<file path="src/rtl/gpio_port_pkg.sv">
package gpio_port_pkg;

    typedef enum logic [1:0] {
        TRIG_LOW  = 2'd0,
        TRIG_HIGH = 2'd1,
        TRIG_RISE = 2'd2,
        TRIG_FALL = 2'd3
    } trig_code_e;

    // word index = byte offset / 4
    localparam int IDX_DATA   = 0;
    localparam int IDX_DIR    = 1;
    localparam int IDX_PAD    = 2;
    localparam int IDX_CFG_LO = 3;
    localparam int IDX_CFG_HI = 4;
    localparam int IDX_MASK   = 5;
    localparam int IDX_STATUS = 6;

endpackage

</file>
<file path="src/rtl/gpio_pad_sync.sv">
module gpio_pad_sync #(
    parameter int WIDTH = 32
) (
    input  logic             clk,
    input  logic             rst_n,
    input  logic [WIDTH-1:0] pad_raw,
    output logic [WIDTH-1:0] pad_now,
    output logic [WIDTH-1:0] pad_last
);
    typedef struct packed {
        logic [WIDTH-1:0] meta;
        logic [WIDTH-1:0] now;
        logic [WIDTH-1:0] last;
    } sync_st_t;

    sync_st_t st_d, st_q;

    always_comb begin
        st_d      = st_q;
        st_d.meta = pad_raw;
        st_d.now  = st_q.meta;
        st_d.last = st_q.now;
    end

    always_ff @(posedge clk or negedge rst_n) begin
        if (!rst_n) st_q <= '0;
        else        st_q <= st_d;
    end

    assign pad_now  = st_q.now;
    assign pad_last = st_q.last;
endmodule

</file>
<file path="src/rtl/gpio_trig_detect.sv">
module gpio_trig_detect
    import gpio_port_pkg::*;
#(
    parameter int WIDTH = 32
) (
    input  logic [WIDTH-1:0]   lvl_now,
    input  logic [WIDTH-1:0]   lvl_last,
    input  logic [2*WIDTH-1:0] code_flat,
    output logic [WIDTH-1:0]   hit
);
    for (genvar p = 0; p < WIDTH; p++) begin : g_pin
        trig_code_e code_p;
        assign code_p = trig_code_e'(code_flat[2*p +: 2]);
        always_comb begin
            unique case (code_p)
                TRIG_LOW:  hit[p] = ~lvl_now[p];
                TRIG_HIGH: hit[p] =  lvl_now[p];
                TRIG_RISE: hit[p] =  lvl_now[p] & ~lvl_last[p];
                TRIG_FALL: hit[p] = ~lvl_now[p] &  lvl_last[p];
                default:   hit[p] = 1'b0;
            endcase
        end
    end
endmodule

</file>
<file path="src/rtl/gpio_port_irq.sv">
module gpio_port_irq
    import gpio_port_pkg::*;
#(
    parameter int PIN_W  = 32,
    parameter int ADDR_W = 5
) (
    input  logic              clk,
    input  logic              rst_n,
    input  logic              bus_valid,
    input  logic              bus_write,
    input  logic [ADDR_W-1:0] bus_addr,
    input  logic [PIN_W-1:0]  bus_wdata,
    output logic [PIN_W-1:0]  bus_rdata,
    input  logic [PIN_W-1:0]  pin_in,
    output logic [PIN_W-1:0]  pin_out,
    output logic [PIN_W-1:0]  pin_oe,
    output logic              irq_lo,
    output logic              irq_hi,
    output logic              irq_any
);
    localparam int HALF  = PIN_W / 2;
    localparam int IDX_W = ADDR_W - 2;

    typedef struct packed {
        logic [PIN_W-1:0] data;
        logic [PIN_W-1:0] dir;
        logic [PIN_W-1:0] cfg_lo;
        logic [PIN_W-1:0] cfg_hi;
        logic [PIN_W-1:0] mask;
        logic [PIN_W-1:0] status;
        logic [PIN_W-1:0] rdata;
    } port_st_t;

    port_st_t st_d, st_q;

    logic [PIN_W-1:0] lvl_now, lvl_last, hit, pend;
    logic [IDX_W-1:0] widx;
    logic             unused_lsb;
    logic             wr_en, rd_en, wr_status, rd_unmapped;

    assign widx       = bus_addr[ADDR_W-1:2];
    assign unused_lsb = ^bus_addr[1:0];
    assign wr_en      = bus_valid & bus_write;
    assign rd_en      = bus_valid & ~bus_write;
    assign wr_status  = wr_en && (int'(widx) == IDX_STATUS);
    assign rd_unmapped = rd_en && (int'(widx) > IDX_STATUS);

    gpio_pad_sync #(.WIDTH(PIN_W)) u_sync (
        .clk      (clk),
        .rst_n    (rst_n),
        .pad_raw  (pin_in),
        .pad_now  (lvl_now),
        .pad_last (lvl_last)
    );

    gpio_trig_detect #(.WIDTH(PIN_W)) u_detect (
        .lvl_now   (lvl_now),
        .lvl_last  (lvl_last),
        .code_flat ({st_q.cfg_hi, st_q.cfg_lo}),
        .hit       (hit)
    );

    always_comb begin
        logic [PIN_W-1:0] clr;
        st_d = st_q;
        clr  = '0;
        if (wr_en) begin
            case (int'(widx))
                IDX_DATA:   st_d.data   = bus_wdata;
                IDX_DIR:    st_d.dir    = bus_wdata;
                IDX_CFG_LO: st_d.cfg_lo = bus_wdata;
                IDX_CFG_HI: st_d.cfg_hi = bus_wdata;
                IDX_MASK:   st_d.mask   = bus_wdata;
                IDX_STATUS: clr         = bus_wdata;
                default:    ;
            endcase
        end
        // a detection in the same cycle overrides the clear
        st_d.status = (st_q.status & ~clr) | hit;
        if (rd_en) begin
            case (int'(widx))
                IDX_DATA:   st_d.rdata = st_q.data;
                IDX_DIR:    st_d.rdata = st_q.dir;
                IDX_PAD:    st_d.rdata = lvl_now;
                IDX_CFG_LO: st_d.rdata = st_q.cfg_lo;
                IDX_CFG_HI: st_d.rdata = st_q.cfg_hi;
                IDX_MASK:   st_d.rdata = st_q.mask;
                IDX_STATUS: st_d.rdata = st_q.status;
                default:    st_d.rdata = '0;
            endcase
        end
    end

    always_ff @(posedge clk or negedge rst_n) begin
        if (!rst_n) st_q <= '0;
        else        st_q <= st_d;
    end

    assign pend      = st_q.status & st_q.mask;
    assign irq_lo    = |pend[HALF-1:0];
    assign irq_hi    = |pend[PIN_W-1:HALF];
    assign irq_any   = irq_lo | irq_hi;
    assign pin_out   = st_q.data;
    assign pin_oe    = st_q.dir;
    assign bus_rdata = st_q.rdata;

    assert_oe_follows_dir_R2: assert property (@(posedge clk) disable iff (!rst_n)
        (wr_en && int'(widx) == IDX_DIR) |=> (pin_oe == $past(bus_wdata)));

    assert_hit_sets_status_R5: assert property (@(posedge clk) disable iff (!rst_n)
        (|hit) |=> ((st_q.status & $past(hit)) == $past(hit)));

    assert_w1c_clears_R7: assert property (@(posedge clk) disable iff (!rst_n)
        (wr_status && hit == '0) |=> ((st_q.status & $past(bus_wdata)) == '0));

    assert_status_holds_R7: assert property (@(posedge clk) disable iff (!rst_n)
        (!wr_status && hit == '0) |=> $stable(st_q.status));

    assert_masked_quiet_R8: assert property (@(posedge clk) disable iff (!rst_n)
        (st_q.mask == '0) |-> !irq_any);

    assert_unmapped_zero_R9: assert property (@(posedge clk) disable iff (!rst_n)
        rd_unmapped |=> (bus_rdata == '0));
endmodule

</file>
<file path="config.mk">
export PLATFORM = sky130hd
export DESIGN_NAME = gpio_port_irq
export DESIGN_NICKNAME = d
export VERILOG_FILES = /design/src/rtl/gpio_port_pkg.sv /design/src/rtl/gpio_pad_sync.sv /design/src/rtl/gpio_trig_detect.sv /design/src/rtl/gpio_port_irq.sv
export SDC_FILE = /design/constraint.sdc
export NUM_CORES = 1
export LEC_CHECK = 0
export BUFFER_PORTS_ARGS = -buffer_cell sky130_fd_sc_hd__buf_4
export CORE_ASPECT_RATIO = 0.75
export CORE_MARGIN = 4
export CORE_UTILIZATION = 63
export CTS_CLUSTER_DIAMETER = 120
export DETAILED_ROUTE_END_ITERATION = 10
export GPL_ROUTABILITY_DRIVEN = 0
export PLACE_DENSITY = 0.84
export REMOVE_ABC_BUFFERS = 1
export SETUP_SLACK_MARGIN = 0.5
export SLEW_MARGIN = 10
export SYNTH_ARGS = -nofsm -noshare
export SYNTH_HDL_FRONTEND = slang
export SYNTH_SLANG_ARGS = --single-unit
</file>
<file path="constraint.sdc">
create_clock -name clk -period 3 [get_ports clk]
set_input_delay 0.3 -clock clk [delete_from_list [all_inputs] [get_ports clk]]
set_output_delay 0.3 -clock clk [all_outputs]
set_load 0.005 [all_outputs]
</file>
Word-level counts from Yosys, hierarchy flattened:

Cells that the tools add are included.

* bits in registers: 320
* bits of input ports: 73
* output and inout bits: 99
* logic and storage cells: 323

* equal/unequal tests: 102
* muxes and demuxes: 35
* bitwise logic cells: 136
* reduce and logical (&&, ||, !) cells: 40

Operator list (count)
* case mux 32 bit (7 select lines): 1
* == test 2 bit (second input constant): 64
* case mux 1 bit (4 select lines): 32
* bitwise AND 1 bit: 66
* inverter 1 bit: 65
* bitwise AND 32 bit: 2
* == test 2 x 1 -> 1 bit (second input constant): 32
* logical NOT 2 bit: 32
* two-way mux 32 bit: 2
* inverter 32 bit: 1
* bitwise OR 32 bit: 1
* OR reduction 16 bit: 2
* AND reduction 2 bit: 5
* == test 3 bit (second input constant): 3
* == test 3 x 2 -> 1 bit (second input constant): 2
* == test 3 x 1 -> 1 bit (second input constant): 1
* logical NOT 3 bit: 1
* bitwise OR 1 bit: 1

Longest topological paths before layout:

Gate-level depths: netlist (run 1).

* depth in word-level cells: 6
* gate-level depth with buffers: 8
* depth with buffers taken out: 4

By module:

Synthesis (run 1) repeated with hierarchy kept, for this count alone.

* cell total of the unflattened synthesis: 1155
* area, all modules: 14876.8 um^2

Modules (own cells, without submodules)
* gpio_port_irq: instances 1, cells each 867, area an instance 10993.0 um^2
* gpio_pad_sync: instances 1, cells each 128, area an instance 2642.5 um^2
* gpio_trig_detect: instances 1, cells each 160, area an instance 1241.2 um^2

Worst setup path before layout (run 1):

OpenSTA, ideal clock, no wires.

* path type: in2reg
* start: in bus_addr[4]
* end: reg st_q, in the netlist pin_oe[10]
* library setup time: 0.125 ns
* arrival: 1.522 ns
* slack: 1.353 ns
* stages: 5
* path buffers: 3
* cell sequence: buf_4 buf_4 nor4b_4 buf_4 mux2_2

* longest elaborated chain between the ends: 2

Ends and longest elaborated chain
* from (decl): line gpio_port_irq.sv:11 `input logic [ADDR_W-1:0] bus_addr,`
* == test 3 x 1 -> 1 bit: line gpio_port_irq.sv:68 `case (int'(widx))`
* AND reduction 2 bit (no source line)
* to (signal assigned): line gpio_port_irq.sv:96 `else st_q <= st_d;`
* to (decl): line gpio_port_irq.sv:34 `port_st_t st_d, st_q;`

Every way passes these cells.
A chain may end at the register's enable or synchronous reset.

Worst setup path after layout (run 1):

* start: reg st_q[94] in the netlist's numbering
* end: out irq_any

* longest elaborated chain between the ends: 3

Ends and longest elaborated chain
* bitwise AND 32 bit: line gpio_port_irq.sv:99 `assign pend = st_q.status & st_q.mask;`
* OR reduction 16 bit: line gpio_port_irq.sv:101 `assign irq_hi = |pend[PIN_W-1:HALF];`
* bitwise OR 1 bit: line gpio_port_irq.sv:102 `assign irq_any = irq_lo | irq_hi;`
* to (decl): line gpio_port_irq.sv:19 `output logic irq_any`

Every way passes these cells.

==> impl_metrics.json, run 1 <==
{
  "status": "completed",
  "h-tree-depth": 1,
  "grt_first_pass_wirelength_um": 59700,
  "syn_area_per_cell_um2": 12.6,
  "route.vias.total": 10044,
  "ios": 172,
  "worst-r2r-cell-count": 4,
  "clk_pin_slew_ps": 70,
  "drt-initial-drc-count": 1051,
  "dpl.hpwl_um": 24200,
  "combPwrFrac": 0.177,
  "grt_max_degree": 82,
  "synth.distinct_cells": 36,
  "grt_usage": 0.296,
  "place_inst": 1472,
  "cts.sinks": 320,
  "synth_top_area_frac": 0.558,
  "cts_tree": "built",
  "ys_top_cells_by_count": "320 x dfrtp_1, 143 x mux2_2, 116 x buf_4",
  "drc": 0,
  "worstMarginPinSlew_ps": 774,
  "seqPwrFrac": 0.485,
  "die_h_um": 139,
  "fmax_mhz": 408,
  "hold_ws_ps": 14.6,
  "maxCapViolCount": 0,
  "syn2layout_area_growth_pct": 16.9,
  "synthFlopType": "dfrtp_1",
  "crit_type": "reg -> out",
  "fill_cells": 1384,
  "cts_buffer_depth": 3,
  "clockPowerShare": 0.337,
  "synth.most_common_cell": "dfrtp_1",
  "yosys.area.top_type": "dfrtp_1",
  "hp-class": "in -> reg",
  "intPower_uw": 8600,
  "slew_headroom": 0.484,
  "ys_seq_area_frac": 0.558,
  "grt_pass1_vias": 10405,
  "start_util": 0.646,
  "finalHoldViolations": 0,
  "vias_per_cell": 6.41,
  "layout.cells.non_filler": 1567,
  "wl_per_cell_um": 24.2,
  "worstPathArrival_ps": 2150,
  "cts_buffers": 30,
  "finalSetupViolations": 0,
  "cts_root_buffer": "clkbuf_16",
  "cp.required_ps": 2700,
  "p_sw_uw": 3290,
  "min_delay_path_depth": 2,
  "synth_seq_cells": 320,
  "fin_skew_ps": 7.90,
  "final_nets": 1322,
  "syn_inst": 1137,
  "antenna_found_initial": 0,
  "die_w_um": 182,
  "clock_latency_ps": 550,
  "die_area_um2": 25300,
  "grt_overflow": 0,
  "synth-edff-count": 0,
  "n_antenna_cell": 0,
  "yosys_warnings": 0,
  "rsz0062_at_grt": "true",
  "syn_area_um2": 14400,
  "io_buffers": 169,
  "final.period_utilization": 0.817,
  "leakage_uw": 0.00740,
  "drt_wl_total_um": 37900,
  "ant_nets": 0,
  "critPathLaunchType": "flip-flop",
  "coreArea_um2": 22200,
  "p_per_area_nw_per_um2": 708,
  "switching_share": 0.277,
  "fin_setup_tns_ps": 0,
  "crit_path_end_kind": "output pin",
  "async_flop_share": 1.00,
  "finalCriticalPeriod_ps": 2450,
  "ir_drop_mv": 0.552,
  "drive_gt1_frac": 0.327,
  "worstPathMaxFanout": 3,
  "rows": 47,
  "first_pass_iters": 7,
  "synthTopCellsByArea": "dfrtp_1 56%, mux2_2 11%, buf_4 6.1%, mux2i_1 3.3%, a22oi_1 3.2%",
  "slew_viol_final": 0
}
-- path summary, 6_finish.rpt --
kind                                                start                           end  slack (ps)
worst max-delay path                 st_q[94]$_DFFE_PN0P_                       irq_any         550
worst min-delay path                         bus_wdata[4]        pin_out[4]$_DFFE_PN0P_          10
worst max register to register      st_q[125]$_DFFE_PN0P_     bus_rdata[29]$_DFFE_PN0P_        1740
worst min register to register  u_sync.st_d[48]$_DFF_PN0_  u_sync.pad_now[16]$_DFF_PN0_         350
max in group asynchronous                           rst_n     u_sync.st_d[40]$_DFF_PN0_        1790
min in group asynchronous                           rst_n  u_sync.pad_now[11]$_DFF_PN0_         340
-- routing by layer --
layer / vias up / wire length (um) / global-route usage
li1: 4300 / - / -
met1: 5140 / 15900 / 0.435
met2: 533 / 17800 / 0.460
met3: 71 / 3270 / 0.0540
met4: 0 / 884 / 0.0809
met5: - / 0 / 0
-- power groups by stage --
stage	combinational [uW]	sequential [uW]	clock, uW
global placement	1920	5740	0
finish	2110	5770	4010
global route	2310	5840	4230
detailed placement	2000	5780	0
floorplan	1070	5540	0
CTS	2080	5720	4050
-- flip-flops by register name (all words and copies together) (netlist names) --
name             count
u_sync.st_d         32
bus_rdata           32
u_sync.pad_last     32
u_sync.pad_now      32
pin_oe              32
st_q               128
pin_out             32
-- repair_timing --
action	CTS	global route
hold endpoints to repair	108	0
endpoints found under the setup margin	1	1
buffers inserted	1	4
hold buffers	33	0
resized for setup	5	6
pin swaps	1	3
-- placed cells by master, fill, tap and decap left out, drive strengths merged, types with 13 or more instances in the layout --
| master | Yosys | layout |
|---|---|---|
| dlygate4sd3 | 0 | 33 |
| nand3b | 29 | 29 |
| o211ai | 15 | 15 |
| nor2 | 49 | 49 |
| nand3 | 34 | 34 |
| a22o | 39 | 39 |
| a221o | 32 | 32 |
| xor2 | 15 | 15 |
| mux2 | 160 | 160 |
| mux2i | 48 | 48 |
| a21oi | 20 | 20 |
| a22oi | 62 | 62 |
| a211o | 18 | 18 |
| buf | 131 | 205 |
| o21ai | 31 | 31 |
| o21a | 13 | 13 |
| nand2 | 36 | 36 |
| inv | 16 | 16 |
| nand2b | 16 | 16 |
| dfrtp | 320 | 320 |
| clkbuf | 27 | 41 |
-- critical path, cell delays in order (launching register included) --
cell      delay [ps]
dfrtp_1          400
a22o_1           330
a221oi_2         240
nand4_1          200
or2_4            320
buf_6            120
-- cell families (layout without fill, tap and decap cells) --
logic type / after synthesis / in the layout / synth area share
muxes: 209 / 209 / 0.161
AOI/OAI and AO/OA: 239 / 239 / 0.127
buffers and inverters: 174 / 310 / 0.0783
DFF: 320 / 320 / 0.558
and+or+nand+nor: 180 / 180 / 0.0670
xor gates and xnor gates: 15 / 15 / 0.00915
-- metrics by stage --
step | power (uW) | area [um^2] | setup WS [ps] | utilization
3_3_place_gp | 7660 | 15300 | 716 | 0.687
2_1_floorplan | 6610 | 13300 | -123 | -
6_report | 11900 | 16800 | 550 | 0.755
3_5_place_dp | 7780 | 15300 | 739 | 0.687
5_1_grt | 12400 | 16800 | 471 | 0.755
4_1_cts | 11800 | 16700 | 545 | 0.751
-- area by class of cell --
type | instances | area [um^2] | area share
Sequential cell | 320 | 8010 | 0.477
Multi-Input combinational cell | 643 | 5330 | 0.317
Timing Repair Buffer | 238 | 1960 | 0.117
Clock buffer | 41 | 873 | 0.0520
Tap cell | 294 | 368 | 0.0219
Clock inverter | 15 | 183 | 0.0109
Inverter | 16 | 60.1 | 0.00358
Note: power is estimated with default switching activity, not from simulation.
==> run 2: changes to the inputs <==
--- a/config.mk
+++ b/config.mk
@@ -8,11 +8,11 @@
 export BUFFER_PORTS_ARGS = -buffer_cell sky130_fd_sc_hd__buf_4
 export CORE_ASPECT_RATIO = 0.75
 export CORE_MARGIN = 4
-export CORE_UTILIZATION = 63
+export CORE_UTILIZATION = 53
 export CTS_CLUSTER_DIAMETER = 120
 export DETAILED_ROUTE_END_ITERATION = 10
 export GPL_ROUTABILITY_DRIVEN = 0
-export PLACE_DENSITY = 0.84
+export PLACE_DENSITY = 0.76
 export REMOVE_ABC_BUFFERS = 1
 export SETUP_SLACK_MARGIN = 0.5
 export SLEW_MARGIN = 10
==> constraint.sdc (replaced) <==
create_clock -name clk -period 2.2 [get_ports clk]
set_input_delay 0.22 -clock clk [delete_from_list [all_inputs] [get_ports clk]]
set_output_delay 0.22 -clock clk [all_outputs]
set_load 0.005 [all_outputs]
==> impl_metrics.json, run 2 (synthesis gave the netlist of run 1 again) <==
{
  "status": "finished with violations",
  "violations": "setup timing",
  "drt_wl_total_um": 38400,
  "final.setup.worst_slack_ps": -201,
  "most-common-layout-cells": "320 x dfrtp_1, 201 x buf_4, 143 x mux2_2, 65 x dlygate4sd3_1, 62 x a22oi_1",
  "finalPower_uw": 16100,
  "fmax_mhz": 417,
  "worstPathArrival_ps": 2180,
  "drt-initial-drc-count": 947,
  "layout_commonest_cell": "dfrtp_1",
  "hp-class": "in -> async",
  "finalCriticalPeriod_ps": 2400,
  "drive_gt1_frac": 0.315,
  "drc": 0,
  "start_util": 0.546,
  "cts_buffers": 29,
  "design_area_um2": 17200,
  "cts_tree": "built",
  "ir_drop_mv": 0.830,
  "maxCapViolCount": 0,
  "crit-reg2reg-launch": "st_q[62]$_DFF_PN0_",
  "ios": 172,
  "rsz0062_at_grt": "true",
  "clk_pin_slew_ps": 60,
  "regMostFlops": "st_q",
  "ant_nets": 0,
  "crit_type": "reg -> out",
  "first_pass_iters": 6,
  "place_area_um2": 15400,
  "grt_max_degree": 69,
  "final.period_utilization": 1.09,
  "leakage_uw": 0.00754,
  "grt_usage": 0.258,
  "syn2layout_area_growth_pct": 19.5,
  "slew_viol_final": 0,
  "grt_first_pass_wirelength_um": 59600,
  "grt_overflow": 0,
  "worstPathMaxFanout": 2,
  "slew_headroom": 0.621,
  "route.vias.total": 10000,
  "crit_path_end_kind": "output pin",
  "coreArea_um2": 26300,
  "cts_buffer_depth": 3,
  "n_antenna_cell": 0,
  "finalHoldViolations": 0,
  "final_nets": 1358,
  "p_per_area_nw_per_um2": 939,
  "cts.sinks": 320,
  "h-tree-depth": 1,
  "io_buffers": 169,
  "vias_per_cell": 6.06,
  "fin_skew_ps": 14.1,
  "antenna_found_initial": 0,
  "wl_per_cell_um": 23.2,
  "cp.required_ps": 1980,
  "largest_reg_flops": 128,
  "worst-r2r-cell-count": 3,
  "setup.worst_path.start": "st_q[89]$_DFFE_PN0P_",
  "grt_pass1_vias": 10167,
  "die_h_um": 151,
  "fill_cells": 1951,
  "dpl.hpwl_um": 25600,
  "worstMarginPinSlew_ps": 567,
  "clock_latency_ps": 560,
  "finalSetupViolations": 1,
  "die_area_um2": 29800,
  "die_w_um": 198,
  "critPathLaunchType": "flip-flop",
  "cts_root_buffer": "clkbuf_16",
  "rows": 51
}
==> run 2: cell types whose count changed in the layout (fill, tap and decap cells not counted), sizes merged <==
cell         delta
clkbuf          +6
dlygate4sd3    +32
clkinv          -7
clkinvlp        -3
buf             +5
inv             +1
==> run 2: stage by stage <==
stage / setup slack [ps] / setup TNS, ps / util / hold slack [ps] / instances
floorplan: -843 / -69020 / - / -75.6 / 979
global placement: 239 / 0 / 0.586 / 190 / 1530
detailed placement: 232 / 0 / 0.586 / 198 / 1530
CTS: -181 / -181 / 0.652 / 214 / 1651
global route: -266 / -304 / 0.652 / 223 / 1651
finish: -201 / -201 / 0.652 / 179 / 1651
==> run 2: metal layers <==
layer	up-vias	share of wire	global-route usage
met5	-	0	0
met4	0	0.016	0.0533
met3	45	0.092	0.0530
met2	497	0.46	0.402
met1	5093	0.44	0.379
li1	4365	-	-
==> run 2: report_power, final <==
group	switching (uW)	internal (uW)
combinational	1190	1730
sequential	1060	6790
clock	2180	3150
total	4430	11700
==> run 2: final timing paths <==
check,end,slack (ps)
worst max-delay path,irq_any,-200
worst min-delay path,u_sync.st_d[34]$_DFF_PN0_,180
worst max register to register,bus_rdata[30]$_DFFE_PN0P_,920
worst min register to register,u_sync.pad_now[9]$_DFF_PN0_,350
max in group asynchronous,u_sync.pad_now[23]$_DFF_PN0_,1250
min in group clk,u_sync.st_d[50]$_DFF_PN0_,300
==> run 2: what timing repair did <==
action,in CTS,in global routing
endpoints found under the hold margin,252,0
resized for setup,8,2
hold buffers,65,0
pin swaps,3,3
buffers inserted,3,0
endpoints found under the setup margin,3,3
==> run 2: cell type report <==
cell class / instances / area [um^2] / share of cell area
clock buffers: 47 / 863 / 0.0503
clock inverters: 6 / 145 / 0.00846
inverters: 16 / 60.1 / 0.00350
multi-input cells: 643 / 5320 / 0.310
flip-flops and latches: 320 / 8010 / 0.467
well taps: 344 / 430 / 0.0251
repair buffers: 275 / 2330 / 0.136
==> run 2: worst max-delay path, stage by stage, from the launching register on <==
cell	delay, ps
dfrtp_1	390
a22o_1	300
a221oi_2	190
buf_4	160
nand4_1	150
or2_4	310
buf_6	120
==> run 3: changes to the inputs <==
--- a/config.mk
+++ b/config.mk
@@ -13,6 +13,7 @@
 export DETAILED_ROUTE_END_ITERATION = 10
 export GPL_ROUTABILITY_DRIVEN = 0
 export PLACE_DENSITY = 0.76
+export RECOVER_POWER = 100
 export REMOVE_ABC_BUFFERS = 1
 export SETUP_SLACK_MARGIN = 0.5
 export SLEW_MARGIN = 10
==> impl_metrics.json, run 3 (synthesis gave the netlist of run 1 again) <==
{
  "p_sw_uw": 4400,
  "cp.required_ps": 1980,
  "start_util": 0.546,
  "rsz0062_at_grt": "true",
  "final_nets": 1358,
  "largest_reg_flops": 128,
  "intPower_uw": 11600,
  "crit-reg2reg-launch": "st_q[62]$_DFF_PN0_",
  "clock_latency_ps": 560,
  "finalHoldViolations": 0,
  "fill_cells": 2003,
  "dpl.hpwl_um": 25600,
  "crit_path_end_kind": "output pin",
  "crit_slowest_cell": "dfrtp_1",
  "slew_viol_final": 61,
  "final.setup.worst_slack_ps": -177,
  "maxCapViolCount": 1,
  "grt_first_pass_wirelength_um": 59600,
  "fin_setup_tns_ps": -323,
  "route.vias.total": 9949,
  "worstPathArrival_ps": 2160,
  "cts_buffers": 29,
  "cts_root_buffer": "clkbuf_16",
  "finalSetupViolations": 19,
  "seqPwrFrac": 0.490,
  "leakage_uw": 0.00736,
  "die_area_um2": 29800,
  "cts_tree": "built",
  "slew_headroom": -0.0391,
  "wl_per_cell_um": 23.1,
  "status": "finished with violations",
  "crit_type": "reg -> out",
  "hold_ws_ps": 307,
  "cp.buffers_inverters": 2,
  "crit_path_cell_trace": "a22o_1, a221oi_2, buf_4, nand4_1, or2_4, buf_6",
  "fin_skew_ps": 15.0,
  "grt_max_degree": 69,
  "hp-class": "in -> reg",
  "drt_wl_total_um": 38100,
  "finalCriticalPeriod_ps": 2380,
  "cpLargestDelayFamily": "compound AO/OA/AOI/OAI gates",
  "die_h_um": 151,
  "critPathLaunchType": "flip-flop",
  "p_per_area_nw_per_um2": 944,
  "ant_nets": 0,
  "violations": "capacitance limit, slew limit, setup timing",
  "h-tree-depth": 1,
  "io_buffers": 169,
  "coreArea_um2": 26300,
  "drc": 0,
  "ios": 172,
  "drt-initial-drc-count": 903,
  "ir_drop_mv": 0.824,
  "hp-start": "bus_valid",
  "clockPowerShare": 0.334,
  "antenna_found_initial": 1,
  "fmax_mhz": 421,
  "vias_per_cell": 6.03,
  "clk_pin_slew_ps": 60,
  "syn2layout_area_growth_pct": 17.8,
  "first_pass_iters": 6,
  "worstPathMaxFanout": 2,
  "worstMarginPinSlew_ps": 1560,
  "final.period_utilization": 1.08,
  "combPwrFrac": 0.176,
  "switching_share": 0.275,
  "n_antenna_cell": 0,
  "die_w_um": 198,
  "cts_buffer_depth": 3,
  "most-common-layout-cells": "320 x dfrtp_1, 142 x mux2_2, 111 x clkbuf_4, 65 x dlygate4sd3_1, 62 x a22oi_1",
  "drive_gt1_frac": 0.293,
  "grt_pass1_vias": 10167,
  "rows": 51,
  "grt_usage": 0.258,
  "setup.worst_path.start": "st_q[89]$_DFFE_PN0P_",
  "layout_commonest_cell": "dfrtp_1",
  "cts.sinks": 320,
  "crit_path_max_incr_delay_ps": 390,
  "grt_overflow": 0,
  "regMostFlops": "st_q"
}
[run 3: cell types whose count changed in the layout (fill, tap and decap cells not counted), sizes merged]
cell / change
clkbuf: +151
buf: -151
[run 3: path summary, 6_finish.rpt]
kind	to	slack (ps)	cells past startpoint
setup / recovery	irq_any	-180	6
hold / removal	bus_rdata[25]$_DFFE_PN0P_	310	4
setup reg to reg	bus_rdata[30]$_DFFE_PN0P_	920	3
hold reg to reg	u_sync.pad_now[25]$_DFF_PN0_	350	0
max in group asynchronous	st_q[88]$_DFFE_PN0P_	200	3
min in group asynchronous	u_sync.st_d[34]$_DFF_PN0_	580	2
[run 3: cell type report]
| type | instances | area, um^2 | area share |
|---|---|---|---|
| clock buffers | 47 | 863 | 0.0510 |
| clock inverters | 6 | 145 | 0.00858 |
| inverters | 16 | 60.1 | 0.00355 |
| multi-input cells | 643 | 5280 | 0.312 |
| flip-flops and latches | 320 | 8010 | 0.473 |
| well taps | 344 | 430 | 0.0254 |
| repair buffers | 275 | 2140 | 0.126 |
[run 3: repair_timing]
item	in CTS	in global routing
hold endpoints to repair	252	0
pin swaps	3	3
setup buffers	3	0
resized for setup	8	2
endpoints found under the setup margin	3	3
hold buffers	65	0
[run 3: through the flow]
step / instance area, um^2 / util / total power [uW] / setup slack (ps) / std cells
floorplan: 13300 / - / 9010 / -843 / 979
global placement: 15400 / 0.586 / 10500 / 239 / 1530
detailed placement: 15400 / 0.586 / 10700 / 232 / 1530
CTS: 17100 / 0.652 / 16100 / -181 / 1651
global route: 16900 / 0.644 / 16700 / -266 / 1651
finish: 16900 / 0.644 / 16000 / -177 / 1651
[run 3: metal layers]
| metal | global-route usage | routed length (um) | vias up |
|---|---|---|---|
| met1 | 0.379 | 16700 | 5020 |
| li1 | - | - | 4370 |
| met5 | 0 | 8 | - |
| met3 | 0.0530 | 3530 | 57 |
| met4 | 0.0533 | 732 | 2 |
| met2 | 0.402 | 17200 | 500 |
[run 3: tightest hold or removal path, stage by stage]
cell,delay (ps)
buf_4,120
nand2b_1,160
a31oi_4,120
a22o_1,190
[run 3: power groups by stage]
| stage | clock network [uW] | registers [uW] | logic, uW |
|---|---|---|---|
| 5_1_grt | 5670 | 7950 | 3090 |
| 3_5_place_dp | 0 | 7890 | 2780 |
| 2_1_floorplan | 0 | 7550 | 1460 |
| 3_3_place_gp | 0 | 7830 | 2690 |
| 4_1_cts | 5400 | 7800 | 2930 |
| 6_report | 5330 | 7830 | 2810 |
